**src/rtl/bcd_pkg.sv**
```systemverilog
// Package bcd_pkg
// Shared widths and constants for the decimal adder.
// Assumes packed decimal digits of four bits each.
package bcd_pkg;
    localparam int unsigned DIGIT_W   = 4;
    localparam logic [3:0]  MAX_DIGIT = 4'd9;
    localparam logic [3:0]  ADJUST    = 4'd6;
    typedef logic [DIGIT_W-1:0] bcd_digit_t;
endpackage

```
**src/rtl/bcd_full_cell.sv**
```systemverilog
// Module bcd_full_cell
// One-bit full adder cell: sum and carry of three input bits.
// Assumes nothing beyond single-bit inputs.
module bcd_full_cell (
    input  logic x_i,
    input  logic y_i,
    input  logic z_i,
    output logic s_o,
    output logic co_o
);
    logic xy;

    // propagate term, sum and carry
    always_comb begin
        xy   = x_i ^ y_i;
        s_o  = xy ^ z_i;
        co_o = (xy & z_i) | (x_i & y_i);
    end
endmodule

```
**src/rtl/bcd_half_cell.sv**
```systemverilog
// Module bcd_half_cell
// One-bit half adder cell used in the correction network.
// Assumes two single-bit inputs.
module bcd_half_cell (
    input  logic x_i,
    input  logic y_i,
    output logic s_o,
    output logic co_o
);
    // sum and carry of two bits
    always_comb begin
        s_o  = x_i ^ y_i;
        co_o = x_i & y_i;
    end
endmodule

```
**src/rtl/bcd_digit_slice.sv**
```systemverilog
// Module bcd_digit_slice
// Adds one decimal digit pair plus a carry-in.
// Stage 1 ripples four full cells, stage 2 detects the decimal carry,
// stage 3 adds six when that carry is set.
// Assumes legal digits; illegal codes are only flagged.
module bcd_digit_slice
    import bcd_pkg::*;
(
    input  bcd_digit_t a_i,
    input  bcd_digit_t b_i,
    input  logic       cin_i,
    output bcd_digit_t digit_o,
    output logic       dcarry_o,
    output logic       bad_o
);
    logic [DIGIT_W:0]   rip;
    logic [DIGIT_W-1:0] bsum;
    logic               fix_c1;
    logic               fix_c2;
    logic               dcarry;

    assign rip[0] = cin_i;

    // stage 1: binary ripple of four full cells
    for (genvar i = 0; i < DIGIT_W; i++) begin : g_rip
        bcd_full_cell u_fa (
            .x_i (a_i[i]),
            .y_i (b_i[i]),
            .z_i (rip[i]),
            .s_o (bsum[i]),
            .co_o(rip[i+1])
        );
    end

    // stage 2: decimal carry from binary carry or a result of 10..15
    always_comb dcarry = rip[DIGIT_W] | (bsum[3] & (bsum[2] | bsum[1]));

    // stage 3: add 0110; bit 0 is left as is
    bcd_half_cell u_fix1 (
        .x_i (bsum[1]),
        .y_i (dcarry),
        .s_o (digit_o[1]),
        .co_o(fix_c1)
    );

    bcd_full_cell u_fix2 (
        .x_i (bsum[2]),
        .y_i (dcarry),
        .z_i (fix_c1),
        .s_o (digit_o[2]),
        .co_o(fix_c2)
    );

    // top bit absorbs the correction carry; bit 0 passes through
    always_comb begin
        digit_o[0] = bsum[0];
        digit_o[3] = bsum[3] ^ fix_c2;
    end

    assign dcarry_o = dcarry;

    // invalid-code flag: a digit of 10..15 has bit 3 and bit 2 or bit 1 set
    always_comb bad_o = (a_i[3] & (a_i[2] | a_i[1])) | (b_i[3] & (b_i[2] | b_i[1]));
endmodule

```
**src/rtl/bcd_chain_adder.sv**
```systemverilog
// Module bcd_chain_adder
// Multi-digit packed decimal adder built by chaining digit slices.
// Digit k sits in bits [4k+3:4k]. The optional output register uses a
// synchronous active-low reset.
// Assumes legal operand digits; the sum is undefined where a flag is set.
module bcd_chain_adder
    import bcd_pkg::*;
#(
    parameter int unsigned DIGITS  = 4,
    parameter bit          REG_OUT = 1'b1
) (
    input  logic                        clk,
    input  logic                        rst_n,
    input  logic [DIGITS*DIGIT_W-1:0]   a_i,
    input  logic [DIGITS*DIGIT_W-1:0]   b_i,
    input  logic                        cin_i,
    output logic [DIGITS*DIGIT_W-1:0]   sum_o,
    output logic                        cout_o,
    output logic [DIGITS-1:0]           bad_digit_o
);
    localparam int unsigned WORD_W = DIGITS * DIGIT_W;

    logic [DIGITS:0]     carry;
    logic [WORD_W-1:0]   sum_c;
    logic [DIGITS-1:0]   bad_c;

    assign carry[0] = cin_i;

    // one slice per digit, carry chained upward
    for (genvar g = 0; g < DIGITS; g++) begin : g_dig
        bcd_digit_slice u_slice (
            .a_i     (a_i[g*DIGIT_W +: DIGIT_W]),
            .b_i     (b_i[g*DIGIT_W +: DIGIT_W]),
            .cin_i   (carry[g]),
            .digit_o (sum_c[g*DIGIT_W +: DIGIT_W]),
            .dcarry_o(carry[g+1]),
            .bad_o   (bad_c[g])
        );

        // independent per-digit reference for the checks below
        logic [DIGIT_W:0] ref_sum;
        logic [DIGIT_W:0] ref_fix;
        always_comb begin
            ref_sum = {1'b0, a_i[g*DIGIT_W +: DIGIT_W]} + {1'b0, b_i[g*DIGIT_W +: DIGIT_W]}
                    + {{DIGIT_W{1'b0}}, carry[g]};
            ref_fix = ref_sum + {1'b0, ADJUST};
        end

        AST_DCARRY_MATCH: assert property (@(posedge clk) disable iff (!rst_n)
            !bad_c[g] |-> (carry[g+1] == (ref_sum > {1'b0, MAX_DIGIT})));
        AST_DIGIT_FIX: assert property (@(posedge clk) disable iff (!rst_n)
            !bad_c[g] |-> (sum_c[g*DIGIT_W +: DIGIT_W] ==
                (carry[g+1] ? ref_fix[DIGIT_W-1:0] : ref_sum[DIGIT_W-1:0])));
        AST_DIGIT_RANGE: assert property (@(posedge clk) disable iff (!rst_n)
            (bad_c == '0) |-> (sum_c[g*DIGIT_W +: DIGIT_W] <= MAX_DIGIT));
        AST_BAD_FLAG: assert property (@(posedge clk) disable iff (!rst_n)
            bad_c[g] == ((a_i[g*DIGIT_W +: DIGIT_W] > MAX_DIGIT) ||
                         (b_i[g*DIGIT_W +: DIGIT_W] > MAX_DIGIT)));
    end

    if (REG_OUT) begin : g_reg
        // capture result, cleared by synchronous reset
        always_ff @(posedge clk) begin
            if (!rst_n) begin
                sum_o       <= '0;
                cout_o      <= 1'b0;
                bad_digit_o <= '0;
            end else begin
                sum_o       <= sum_c;
                cout_o      <= carry[DIGITS];
                bad_digit_o <= bad_c;
            end
        end

        AST_RESET_CLEAR: assert property (@(posedge clk)
            !rst_n |=> (sum_o == '0 && !cout_o && bad_digit_o == '0));
    end else begin : g_comb
        // pass result straight to the ports
        always_comb begin
            sum_o       = sum_c;
            cout_o      = carry[DIGITS];
            bad_digit_o = bad_c;
        end
    end
endmodule

```
**config.mk**
```make
export PLATFORM = sky130hd
export DESIGN_NAME = bcd_chain_adder
export DESIGN_NICKNAME = d
export VERILOG_FILES = /design/src/rtl/bcd_pkg.sv /design/src/rtl/bcd_full_cell.sv /design/src/rtl/bcd_half_cell.sv /design/src/rtl/bcd_digit_slice.sv /design/src/rtl/bcd_chain_adder.sv
export SDC_FILE = /design/constraint.sdc
export NUM_CORES = 1
export LEC_CHECK = 0
export BUFFER_PORTS_ARGS = -buffer_cell sky130_fd_sc_hd__buf_4
export CAP_MARGIN = 20
export CORE_UTILIZATION = 40
export DETAILED_ROUTE_END_ITERATION = 8
export GPL_TIMING_DRIVEN = 0
export MAX_ROUTING_LAYER = met4
export PLACE_DENSITY = 0.77
export RECOVER_POWER = 50
export REMOVE_ABC_BUFFERS = 1
export SYNTH_ARGS = -nofsm -noshare
export SYNTH_HDL_FRONTEND = slang
export SYNTH_SLANG_ARGS = --single-unit
export TNS_END_PERCENT = 5
```
**constraint.sdc**
```tcl
create_clock -name clk -period 10.2 [get_ports clk]
set_input_delay 2.04 -clock clk [delete_from_list [all_inputs] [get_ports clk]]
set_output_delay 2.04 -clock clk [all_outputs]
set_load 0.01 [all_outputs]
```
== Word level (Yosys, flattened, before mapping) ==
Cells that the tools add are included.

* Bitwise logic cells: 144

{| class="wikitable"
|+ Operator list
! kind !! number
|-
| $and A1 B1 Y1 || 56
|-
| $xor A1 B1 Y1 || 48
|-
| $or A1 B1 Y1 || 40
|}

* Register bits: 21
* Input bits: 35
* Output and inout bits: 21
* Logic and storage cells: 147

== Longest topological paths before layout ==
Gate-level depths: netlist (run 1).

* Depth in word-level cells: 41
* Depth in mapped cells: 35
* Depth with buffers taken out: 35

== Cells and area by module ==
A second synthesis (run 1) with hierarchy kept.

* Cell total of the unflattened synthesis: 96
* Area, all modules: 1208.7 µm²

{| class="wikitable"
|+ Modules (own cells, without submodules)
! module !! times used !! cells an instance !! area an instance (µm²) !! sequential area each (µm²)
|-
| bcd_chain_adder || 1 || 44 || 593.1 || 420.4
|-
| bcd_full_cell || 20 || 1 || 20.0 || 0.0
|-
| bcd_digit_slice || 4 || 7 || 41.3 || 0.0
|-
| bcd_half_cell || 4 || 1 || 12.5 || 0.0
|}

== Least setup slack after synthesis (run 1) ==
Ideal clock, no wire load.

* Kind: input-to-reg
* From: in a_i[0]
* To: reg sum_o[14]
* Library setup time: 0.115 ns
* Arrival time: 9.372 ns
* Required time: 10.085 ns
* Setup slack: 0.713 ns
* Stages on the path: 34
* Path buffers: 0
* Cells stage by stage: fa_1 -> fa_1 -> inv_1 -> fa_1 -> inv_1 -> fa_1 -> o21ai_0 -> nand2b_1 -> fa_1 -> fa_1 -> inv_1 -> fa_1 -> inv_1 -> fa_1 -> o21ai_0 -> nand2b_1 -> fa_1 -> fa_1 -> inv_1 -> fa_1 -> inv_1 -> fa_1 -> o21ai_0 -> nand2b_1 -> fa_1 -> fa_1 -> inv_1 -> fa_1 -> inv_1 -> fa_1 -> or3_1 -> o21ai_2 -> ha_1 -> and2_1

* Word-level cells in the longest chain between the ends: 39
* Elaborated cells on any way between the ends: 61
* Classes of those cells: bitwise (61)

{| class="wikitable"
|+ Ends and longest elaborated chain
! what !! line !! text
|-
| start, declared || bcd_chain_adder.sv:14 || <nowiki>input logic [DIGITS*DIGIT_W-1:0] a_i,</nowiki>
|-
| $xor A1 B1 Y1 || bcd_full_cell.sv:15 || <nowiki>xy = x_i ^ y_i;</nowiki>
|-
| $and A1 B1 Y1 || bcd_full_cell.sv:17 || <nowiki>co_o = (xy & z_i) | (x_i & y_i);</nowiki>
|-
| $or A1 B1 Y1 (*) || bcd_full_cell.sv:17 ||
|-
| $and A1 B1 Y1 || bcd_full_cell.sv:17 ||
|-
| $or A1 B1 Y1 || bcd_full_cell.sv:17 ||
|-
| $and A1 B1 Y1 || bcd_full_cell.sv:17 ||
|-
| $or A1 B1 Y1 || bcd_full_cell.sv:17 ||
|-
| $and A1 B1 Y1 or $xor A1 B1 Y1 (tied branches) || bcd_full_cell.sv:17, bcd_full_cell.sv:16 ||
|-
| [... 24 more ...] || n/a ||
|-
| $and A1 B1 Y1 || bcd_full_cell.sv:17 ||
|-
| $or A1 B1 Y1 || bcd_full_cell.sv:17 ||
|-
| $and A1 B1 Y1 or $xor A1 B1 Y1 (tied branches) || bcd_full_cell.sv:17, bcd_full_cell.sv:16 ||
|-
| $or A1 B1 Y1 or $and A1 B1 Y1 (tied branches) || bcd_full_cell.sv:17, bcd_digit_slice.sv:36 ||
|-
| $or A1 B1 Y1 || bcd_digit_slice.sv:36 || <nowiki>always_comb dcarry = rip[DIGIT_W] | (bsum[3] & (bsum[2] | bsum[1]));</nowiki>
|-
| $xor A1 B1 Y1 or $and A1 B1 Y1 (tied branches) || bcd_full_cell.sv:15, bcd_half_cell.sv:13 ||
|-
| $xor A1 B1 Y1 (*) || bcd_full_cell.sv:16 || <nowiki>s_o = xy ^ z_i;</nowiki>
|-
| via g_dig[3].u_slice.digit_o[2] || bcd_digit_slice.sv:12 || <nowiki>output bcd_digit_t digit_o,</nowiki>
|-
| end signal, assigned || bcd_chain_adder.sv:69 || <nowiki>sum_o <= sum_c;</nowiki>
|-
| end, declared || bcd_chain_adder.sv:17 || <nowiki>output logic [DIGITS*DIGIT_W-1:0] sum_o,</nowiki>
|}

The timed path passes the listed nets; every way through them passes the cells marked *.
A chain may end at the register's enable or synchronous reset.

== Final worst setup path (run 1) ==
* From: in a_i[0]
* To: reg sum_o[15]

* Word-level cells in the longest chain between the ends: 41
* Elaborated cells on any way between the ends: 64
* Classes of those cells: bitwise (64)

{| class="wikitable"
|+ Ends and longest elaborated chain
! what !! line !! text
|-
| $xor A1 B1 Y1 || bcd_full_cell.sv:15 ||
|-
| $and A1 B1 Y1 || bcd_full_cell.sv:17 ||
|-
| $or A1 B1 Y1 (*) || bcd_full_cell.sv:17 ||
|-
| $and A1 B1 Y1 || bcd_full_cell.sv:17 ||
|-
| $or A1 B1 Y1 || bcd_full_cell.sv:17 ||
|-
| $and A1 B1 Y1 || bcd_full_cell.sv:17 ||
|-
| $or A1 B1 Y1 || bcd_full_cell.sv:17 ||
|-
| $and A1 B1 Y1 or $xor A1 B1 Y1 (tied branches) || bcd_full_cell.sv:17, bcd_full_cell.sv:16 ||
|-
| [... 25 more ...] || n/a ||
|-
| $or A1 B1 Y1 || bcd_full_cell.sv:17 ||
|-
| $and A1 B1 Y1 or $xor A1 B1 Y1 (tied branches) || bcd_full_cell.sv:17, bcd_full_cell.sv:16 ||
|-
| $or A1 B1 Y1 or $and A1 B1 Y1 (tied branches) || bcd_full_cell.sv:17, bcd_digit_slice.sv:36 ||
|-
| $or A1 B1 Y1 || bcd_digit_slice.sv:36 ||
|-
| $xor A1 B1 Y1 or $and A1 B1 Y1 (tied branches) || bcd_full_cell.sv:15, bcd_half_cell.sv:13 ||
|-
| $and A1 B1 Y1 || bcd_full_cell.sv:17 ||
|-
| $or A1 B1 Y1 || bcd_full_cell.sv:17 ||
|-
| $xor A1 B1 Y1 (*) || bcd_digit_slice.sv:57 || <nowiki>digit_o[3] = bsum[3] ^ fix_c2;</nowiki>
|}

Mark *: on every way between the ends. The rest lies on a longest branch, timed or not.

==> flow_metrics.py, run 1 <==
metrics = {
    "status": {
        "status": "finished, violations left",
        "violations": "DRC",
    },
    "route": {
        "drt_iter0_drc": 8,
        "wire_per_inst_um": 12.3,
        "wirelength_um": 2520,
        "vias_per_cell": 4.64,
        "dr.pass1.iters": 6,
        "via_count": 952,
        "ant_nets": 0,
        "route.detailed.drc": 2,
    },
    "power_and_ir_drop": {
        "power.leakage_nw": 0.777,
        "powerDensity_mw_per_mm2": 158,
        "vdd_drop_max_uv": 50.2,
    },
    "synth": {
        "async_reset_ff_frac": 0,
        "ys_warn_count": 0,
        "synth-seq-cells": 21,
        "synthCells": 114,
        "ys_seq_area_frac": 0.345,
        "syn_area_per_cell_sq_um": 10.7,
        "synth.cell_area_sq_mm": 0.00122,
        "synth-edff-count": 0,
        "synthFlopType": "dfxtp_1",
        "yosysUniqueCellTypes": 20,
    },
    "timing": {
        "finalCriticalPeriod_ns": 9.75,
        "fmax_ghz": 0.103,
        "slew_viol_final": 0,
        "rsz0062_at_grt": "false",
        "relSlewSlack": 0.696,
        "period_share": 0.956,
        "fin_setup_tns_ns": 0,
        "setup_viol": 0,
        "worst_pin_slew_ns": 0.455,
        "hold_viol": 0,
    },
    "clock_network": {
        "post_cts_resized": 0,
        "cts_buffers": 3,
        "cts_hold_buf": 0,
        "cts_root_buffer": "clkbuf_4",
        "cts_tree": "yes",
        "path_clk_slew_ns": 0.12,
        "clock-sinks": 21,
        "htree_levels": 1,
        "clockBufferDepth": 2,
    },
    "critical_path": {
        "path_class": "in -> reg",
        "slowest_stage": "fa_1",
        "start_kind": "input port",
        "crit_arrival_ns": 9.98,
        "worstPathRequired_ns": 10.43,
        "cpMostUsedCell": "fa_1",
        "cp-end-kind": "flip-flop",
        "path_max_fanout": 7,
        "critical-path-max-stage-delay_ns": 0.54,
    },
    "global_routing": {
        "antenna_found_initial": 0,
        "grt_use_total": 0.167,
        "grt_max_degree": 14,
        "grt-ovfl-total": 0,
        "grt_pass1_wl_um": 3980,
        "grt_pass1_vias": 995,
    },
    "worst_hold_path": {
        "worstHoldEndpoint": "bad_digit_o[0]",
        "min_delay_path_depth": 3,
        "hp-class": "in -> reg",
        "hold_start": "b_i[3]",
    },
    "run": {
        "maxCapViolations": 0,
    },
    "placed_design": {
        "port_buffers": 55,
        "place_hpwl_um": 2110,
        "gp_congestion": 0.828,
        "place_area_sq_mm": 0.00167,
    },
    "die": {
        "initial_core_util": 0.431,
        "num_io_pins": 56,
        "row_count": 19,
        "die_w_um": 57.2,
        "die_h_um": 57.2,
        "die_area_sq_mm": 0.00327,
        "core_sq_mm": 0.00283,
    },
    "final_layout": {
        "nNetsFinal": 233,
        "design_area_sq_mm": 0.00164,
        "antennaDiodeCount": 0,
        "final_layout_size_suffix_gt1_frac": 0.264,
        "area.growth.synth_to_final_pct": 34.8,
    },
}
-- worst max path at each step --
stage | from | end | slack (ns)
2_1_floorplan | a_i[0] | sum_o[14] | 0.71
3_3_place_gp | a_i[0] | sum_o[14] | 0.33
5_1_grt | a_i[0] | sum_o[15] | 0.001
4_1_cts | a_i[0] | sum_o[15] | 0.38
6_report | a_i[0] | sum_o[15] | 0.45
3_5_place_dp | a_i[0] | sum_o[15] | 0.04
-- power breakdown --
| part | internal (W) | switching, W |
|---|---|---|
| clock | 0.0000153 | 0.0000257 |
| combinational | 0.0000553 | 0.0000586 |
| sequential | 0.000100 | 0.00000471 |
-- logic make-up (layout without fill, tap and decap cells) --
family	Yosys count	after routing	share of synthesized area
buffers and inverters	23	83	0.0719
adders and majority gates	23	23	0.353
xor gates and xnor gates	3	3	0.0216
AOI/OAI and AO/OA	23	23	0.109
and+or+nand+nor	21	21	0.0996
DFF	21	21	0.345
-- through the flow --
stage                     cells  setup WS [ns]  utilization  hold slack [ns]  total power (W)
final                       205          0.446        0.581             2.01         0.000260
after global routing        205        0.00130        0.581             2.01         0.000282
after CTS                   203          0.378        0.598             2.01         0.000271
after detailed placement    199         0.0429        0.589             2.34         0.000230
after global placement      199          0.327        0.589             2.33         0.000225
after floorplan             113          0.713            -             2.16         0.000176
-- cell type report --
class	instances	area [sq um]
Fill cell	257	1190
Multi-Input combinational cell	70	711
Sequential cell	21	420
Timing Repair Buffer	57	364
Inverter	22	82.6
Tap cell	31	38.8
Clock buffer	4	26.3
-- Yosys cell counts (all sizes together) (3+ instances only) --
| master | number | share of area |
|---|---|---|
| fa | 19 | 0.31 |
| nand2b | 3 | 0.015 |
| o21ai | 13 | 0.056 |
| dfxtp | 21 | 0.34 |
| inv | 22 | 0.068 |
| ha | 4 | 0.041 |
| and2 | 11 | 0.056 |
| xnor2 | 3 | 0.022 |
| nor2 | 4 | 0.012 |
| a21oi | 7 | 0.029 |
-- sequential cells by signal, summed over array words and instances (netlist names) --
signal	count
sum_o	16
cout_o	1
bad_digit_o	4
-- what timing repair did --
action	CTS	global route
setup endpoints to repair	0	2
buffers inserted	0	2
endpoints found under the hold margin	0	0
-- critical path, delay by kind of cell --
kind	cells	cell delay (ns)
adders and majority gates	17	5.90
and+or+nand+nor	4	0.82
buffers and inverters	9	0.62
AOI/OAI and AO/OA	6	0.61
-- per-layer routing --
layer | share of wire | up-vias | GRT usage
met5 | 0 | - | -
met4 | 0.020 | 0 | 0.0836
met3 | 0.041 | 5 | 0.0159
met2 | 0.56 | 31 | 0.321
met1 | 0.38 | 445 | 0.166
li1 | - | 471 | -
-- placed cells by master (no fill, tap or decap) --
cell type	netlist	final
a211oi_2	1	1
a21oi_1	7	7
and2_0	0	1
and2_1	11	10
buf_4	0	40
clkbuf_1	0	18
clkbuf_4	0	3
dfxtp_1	21	21
fa_1	19	19
ha_1	4	4
inv_1	21	22
nand2_1	1	1
nand2b_1	3	3
nand4b_1	1	1
nor2_1	4	4
o21a_2	1	1
o21ai_0	11	11
o21ai_1	1	1
o21ai_2	1	1
o31ai_1	1	1
or3_1	1	1
xnor2_1	3	3
No activity file was read; power rests on OpenSTA's default activity.
==> run 2, diff against run 1 <==
--- a/config.mk
+++ b/config.mk
@@ -9,7 +9,7 @@
 export CAP_MARGIN = 20
 export CORE_UTILIZATION = 40
 export DETAILED_ROUTE_END_ITERATION = 8
-export GPL_TIMING_DRIVEN = 0
+export GPL_TIMING_DRIVEN = 1
 export MAX_ROUTING_LAYER = met4
 export PLACE_DENSITY = 0.77
 export RECOVER_POWER = 50
==> flow_metrics.py, run 2 (synthesis results as in run 1) <==
metrics = {
    "final_layout": {
        "largest_reg_flops": 16,
        "final_layout_size_suffix_gt1_frac": 0.259,
        "design_area_sq_mm": 0.00164,
        "layout_commonest_cell": "buf_4",
        "top_regs": "sum_o (16), bad_digit_o (4), cout_o (1)",
        "regMostFlops": "sum_o",
        "antennaDiodeCount": 0,
        "area.growth.synth_to_final_pct": 34.5,
        "nNetsFinal": 233,
        "final_cell_mix": "buf_4, inv_1, dfxtp_1, fa_1, clkbuf_1",
    },
    "route": {
        "dr.pass1.iters": 6,
        "wl_met1_um": 977,
        "drt_iter0_drc": 20,
        "wl_met3_um": 113,
        "wire_per_inst_um": 12.2,
        "wirelength_um": 2510,
        "route.detailed.drc": 5,
        "dr_wl_met2_um": 1400,
        "highest_layer": "met4",
        "vias_per_cell": 4.68,
        "ant_nets": 0,
        "via_count": 960,
    },
    "placed_design": {
        "place_hpwl_um": 2150,
        "port_buffers": 55,
        "pre_cts_ws_ns": 0.131,
        "place_area_sq_mm": 0.00167,
        "gp_congestion": 0.766,
    },
    "die": {
        "core_sq_mm": 0.00283,
        "num_io_pins": 56,
        "initial_core_util": 0.431,
        "die_w_um": 57.2,
        "die_area_sq_mm": 0.00327,
        "die_h_um": 57.2,
        "row_count": 19,
    },
    "critical_path": {
        "start_kind": "input port",
        "path_max_fanout": 7,
        "cp-end-kind": "flip-flop",
        "worstPathRequired_ns": 10.42,
        "cpMostUsedCell": "fa_1",
        "slowest_stage": "fa_1",
        "critical-path-max-stage-delay_ns": 0.53,
        "path_class": "in -> reg",
        "crit_arrival_ns": 9.92,
        "startpoint": "a_i[0]",
        "cp-endpoint": "sum_o[15]",
    },
    "timing": {
        "fin_setup_tns_ns": 0,
        "relSlewSlack": 0.681,
        "setup_viol": 0,
        "hold_viol": 0,
        "slew_viol_final": 0,
        "fmax_ghz": 0.103,
        "rsz0062_at_grt": "false",
        "worst_pin_slew_ns": 0.478,
        "setup_slack_ns": 0.496,
        "finalCriticalPeriod_ns": 9.70,
        "period_share": 0.951,
    },
    "status": {
        "status": "finished, violations left",
        "violations": "DRC",
    },
    "clock_network": {
        "cts_hold_buf": 0,
        "clockBufferDepth": 2,
        "cts_tree": "yes",
        "cts_root_buffer": "clkbuf_4",
        "postCtsSetupRepairBufs": 0,
        "post_cts_resized": 0,
        "cts_buffers": 3,
        "htree_levels": 1,
        "clock-sinks": 21,
        "path_clk_slew_ns": 0.12,
    },
    "power_and_ir_drop": {
        "power.leakage_nw": 0.774,
        "vdd_drop_max_uv": 56.8,
        "powerDensity_mw_per_mm2": 158,
    },
    "worst_hold_path": {
        "hp-class": "in -> reg",
    },
    "global_routing": {
        "grt-ovfl-total": 0,
        "grt_pass1_wl_um": 4230,
        "grt_pass1_vias": 1015,
        "grt_use_total": 0.173,
        "grt_max_degree": 14,
        "antenna_found_initial": 0,
    },
    "run": {
        "maxCapViolations": 0,
    },
}
## run 2: layout make-up
type,count,area (sq um)
fill,249,1190
multi-input combinational,70,711
sequential,21,420
timing repair buffer,57,360
inverter,22,82.6
tap,31,38.8
clock buffer,4,26.3
## run 2: worst min path at each step
stage                     startpoint              to  slack (ns)  cells past startpoint
final                         b_i[7]  bad_digit_o[1]        2.03                      3
after CTS                     b_i[7]  bad_digit_o[1]        2.02                      3
after floorplan                rst_n        sum_o[0]        2.16                      1
after global routing          b_i[7]  bad_digit_o[1]        2.00                      3
after global placement       b_i[11]  bad_digit_o[2]        2.33                      3
after detailed placement      b_i[7]  bad_digit_o[1]        2.34                      3
## run 2: report_power, final
part | internal (W) | switching, W | total (W)
registers | 0.000100 | 0.00000447 | 0.000105
logic | 0.0000553 | 0.0000597 | 0.000115
clock network | 0.0000152 | 0.0000242 | 0.0000394
total | 0.000171 | 0.0000883 | 0.000259
## run 2: layer usage
layer	global-route usage	up-vias
li1	-	471
met1	0.183	462
met2	0.326	25
met3	0.0340	2
met4	0.0453	0
met5	-	-
## run 2: worst max-delay path: cells and delay by family
kind / cells / cell delay, ns
adders and majority gates: 17 / 5.89
and+or+nand+nor: 4 / 0.80
buffers and inverters: 9 / 0.58
AOI/OAI and AO/OA: 6 / 0.60
## run 2: through the flow
| step | hold slack, ns | util | cells | total power (W) |
|---|---|---|---|---|
| 3_5_place_dp | 2.34 | 0.589 | 199 | 0.000232 |
| 4_1_cts | 2.02 | 0.598 | 203 | 0.000271 |
| 3_3_place_gp | 2.33 | 0.589 | 199 | 0.000226 |
| 2_1_floorplan | 2.16 | - | 113 | 0.000176 |
| 6_report | 2.03 | 0.579 | 205 | 0.000259 |
| 5_1_grt | 2.00 | 0.579 | 205 | 0.000281 |
==> run 3, diff against run 2 <==
--- a/config.mk
+++ b/config.mk
@@ -16,5 +16,6 @@
 export REMOVE_ABC_BUFFERS = 1
 export SYNTH_ARGS = -nofsm -noshare
 export SYNTH_HDL_FRONTEND = slang
+export SYNTH_HIERARCHICAL = 1
 export SYNTH_SLANG_ARGS = --single-unit
 export TNS_END_PERCENT = 5
==> flow_metrics.py, run 3 <==
metrics = {
    "die": {
        "die_w_um": 57.0,
        "die_h_um": 57.0,
        "initial_core_util": 0.431,
        "row_count": 19,
        "core_sq_mm": 0.00281,
        "die_area_sq_mm": 0.00325,
        "num_io_pins": 56,
    },
    "final_layout": {
        "layout_commonest_cell": "buf_4",
        "nFillCells": 259,
        "nNetsFinal": 223,
        "antennaDiodeCount": 0,
        "largest_reg_flops": 16,
        "final_layout_size_suffix_gt1_frac": 0.472,
        "design_area_sq_mm": 0.00169,
        "regMostFlops": "sum_o",
        "area.growth.synth_to_final_pct": 39.9,
        "final_cell_mix": "buf_4, dfxtp_1, clkbuf_1, and2_2, fa_1",
        "multi_input_area_sq_um": 758,
        "top_regs": "sum_o (16), bad_digit_o (4), cout_o (1)",
        "final-seq-area_sq_um": 420,
    },
    "global_routing": {
        "grt-ovfl-total": 0,
        "grt_pass1_vias": 949,
        "grt_use_total": 0.166,
        "antenna_found_initial": 0,
        "grt_pass1_wl_um": 3990,
        "grt_max_degree": 22,
    },
    "synth": {
        "synth_top_area_share": 0.348,
        "synth.cell_area_sq_mm": 0.00121,
        "synthFlopType": "dfxtp_1",
        "synth-edff-count": 0,
        "yosysUniqueCellTypes": 11,
        "ys_seq_area_frac": 0.348,
        "async_reset_ff_frac": 0,
        "syn_area_per_cell_sq_um": 12.6,
        "synth-seq-cells": 21,
        "synth_commonest_cells": "dfxtp_1, fa_1, and2_2",
        "synth.most_common_cell": "dfxtp_1",
        "synth_top_area_cell": "dfxtp_1",
        "ys_warn_count": 6,
        "yosys-top-cells-area": "dfxtp_1, fa_1, and2_2, o21ai_0, ha_1",
        "synthCells": 96,
    },
    "route": {
        "drt_iter0_drc": 9,
        "vias_per_cell": 4.67,
        "via_count": 906,
        "dr.pass1.iters": 6,
        "wire_per_inst_um": 12.3,
        "wirelength_um": 2390,
        "ant_nets": 0,
        "route.detailed.drc": 2,
    },
    "clock_network": {
        "cts_root_buffer": "clkbuf_4",
        "clock-sinks": 21,
        "cts_buffers": 3,
        "htree_levels": 1,
        "cts_tree": "yes",
        "cts_hold_buf": 0,
        "path_clk_slew_ns": 0.13,
        "clockBufferDepth": 2,
    },
    "timing": {
        "setup_viol": 0,
        "hold_viol": 0,
        "hold_ws_ns": 2.07,
        "period_share": 0.968,
        "setup_slack_ns": 0.325,
        "slew_viol_final": 0,
        "fmax_ghz": 0.101,
        "fin_setup_tns_ns": 0,
        "finalCriticalPeriod_ns": 9.87,
        "worst_pin_slew_ns": 0.186,
        "relSlewSlack": 0.874,
    },
    "power_and_ir_drop": {
        "powerDensity_mw_per_mm2": 163,
        "vdd_drop_max_uv": 84.4,
        "p_total_w": 0.000275,
        "power.leakage_nw": 0.733,
    },
    "critical_path": {
        "path_class": "in -> reg",
        "crit_arrival_ns": 10.08,
        "worstPathRequired_ns": 10.41,
        "cp-end-kind": "flip-flop",
        "slowest_stage": "fa_1",
        "critical-path-max-stage-delay_ns": 0.48,
        "path_max_fanout": 2,
        "cpMostUsedCell": "fa_2",
        "start_kind": "input port",
    },
    "worst_hold_path": {
        "hold_start": "b_i[3]",
        "min_delay_path_depth": 4,
        "hp-class": "in -> reg",
        "worstHoldEndpoint": "bad_digit_o[0]",
    },
    "run": {
        "maxCapViolations": 0,
    },
    "placed_design": {
        "gp_congestion": 0.861,
        "place_area_sq_mm": 0.00169,
        "place_hpwl_um": 2010,
        "pre_cts_ws_ns": -0.492,
        "port_buffers": 55,
    },
    "status": {
        "status": "finished, violations left",
        "violations": "DRC",
    },
}
## run 3: changes by cell type in the layout (fill, tap and decap cells not counted), moves of 5 or more
cell | previous run | this run
inv_1 | 22 | 0
and2_1 | 11 | 6
fa_2 | 0 | 9
a21oi_1 | 7 | 0
fa_1 | 19 | 11
and2_2 | 0 | 15
buf_4 | 39 | 49
## run 3: worst max path at each step
stage / from / end / slack (ns)
global placement: a_i[0] / sum_o[15] / -0.20
floorplan: a_i[0] / sum_o[15] / -0.12
finish: a_i[0] / sum_o[15] / 0.33
detailed placement: a_i[0] / sum_o[15] / -0.49
CTS: a_i[0] / sum_o[15] / 0.006
global route: a_i[0] / sum_o[15] / -0.01
## run 3: layout make-up
| cell class | instances | share of cell area |
|---|---|---|
| Sequential cell | 21 | 0.249 |
| Tap cell | 31 | 0.0229 |
| Clock buffer | 3 | 0.0133 |
| Timing Repair Buffer | 69 | 0.262 |
| Clock inverter | 1 | 0.00444 |
| Multi-Input combinational cell | 69 | 0.449 |
## run 3: repair_timing
action                     CTS  global route
resized for setup            2             9
buffers inserted             2             1
setup endpoints to repair    2             2
pin swaps                    0             2
hold endpoints to repair     0             0
## run 3: kinds of logic after synthesis
group | Yosys count | synth area share
AOI/OAI and AO/OA | 12 | 0.0497
xor gates and xnor gates | 4 | 0.0290
buffers and inverters | 6 | 0.0435
adders and majority gates | 24 | 0.373
DFF | 21 | 0.348
and+or+nand+nor | 29 | 0.157
## run 3: layer usage
metal | vias up | GRT usage | share of wire
met5 | - | - | 0
met4 | 0 | 0.0627 | 0.019
met3 | 4 | 0.0249 | 0.060
met2 | 32 | 0.321 | 0.57
met1 | 437 | 0.166 | 0.35
li1 | 433 | - | -
## run 3: where the power goes
group	internal [W]	total (W)	switching [W]
combinational	0.0000692	0.000127	0.0000581
sequential	0.000101	0.000106	0.00000431
clock	0.0000149	0.0000420	0.0000271
## run 3: critical path: cells and delay by family
| kind | cells | cell delay (ns) |
|---|---|---|
| simple gates | 5 | 0.58 |
| xor+xnor | 1 | 0.15 |
| buf+inv | 1 | 0.09 |
| compound gates | 4 | 0.37 |
| fa+ha+maj | 18 | 6.83 |
## run 3: through the flow
step,std cells,utilization
global route,194,0.603
CTS,193,0.620
detailed placement,187,0.603
floorplan,90,-
finish,194,0.603
global placement,187,0.603
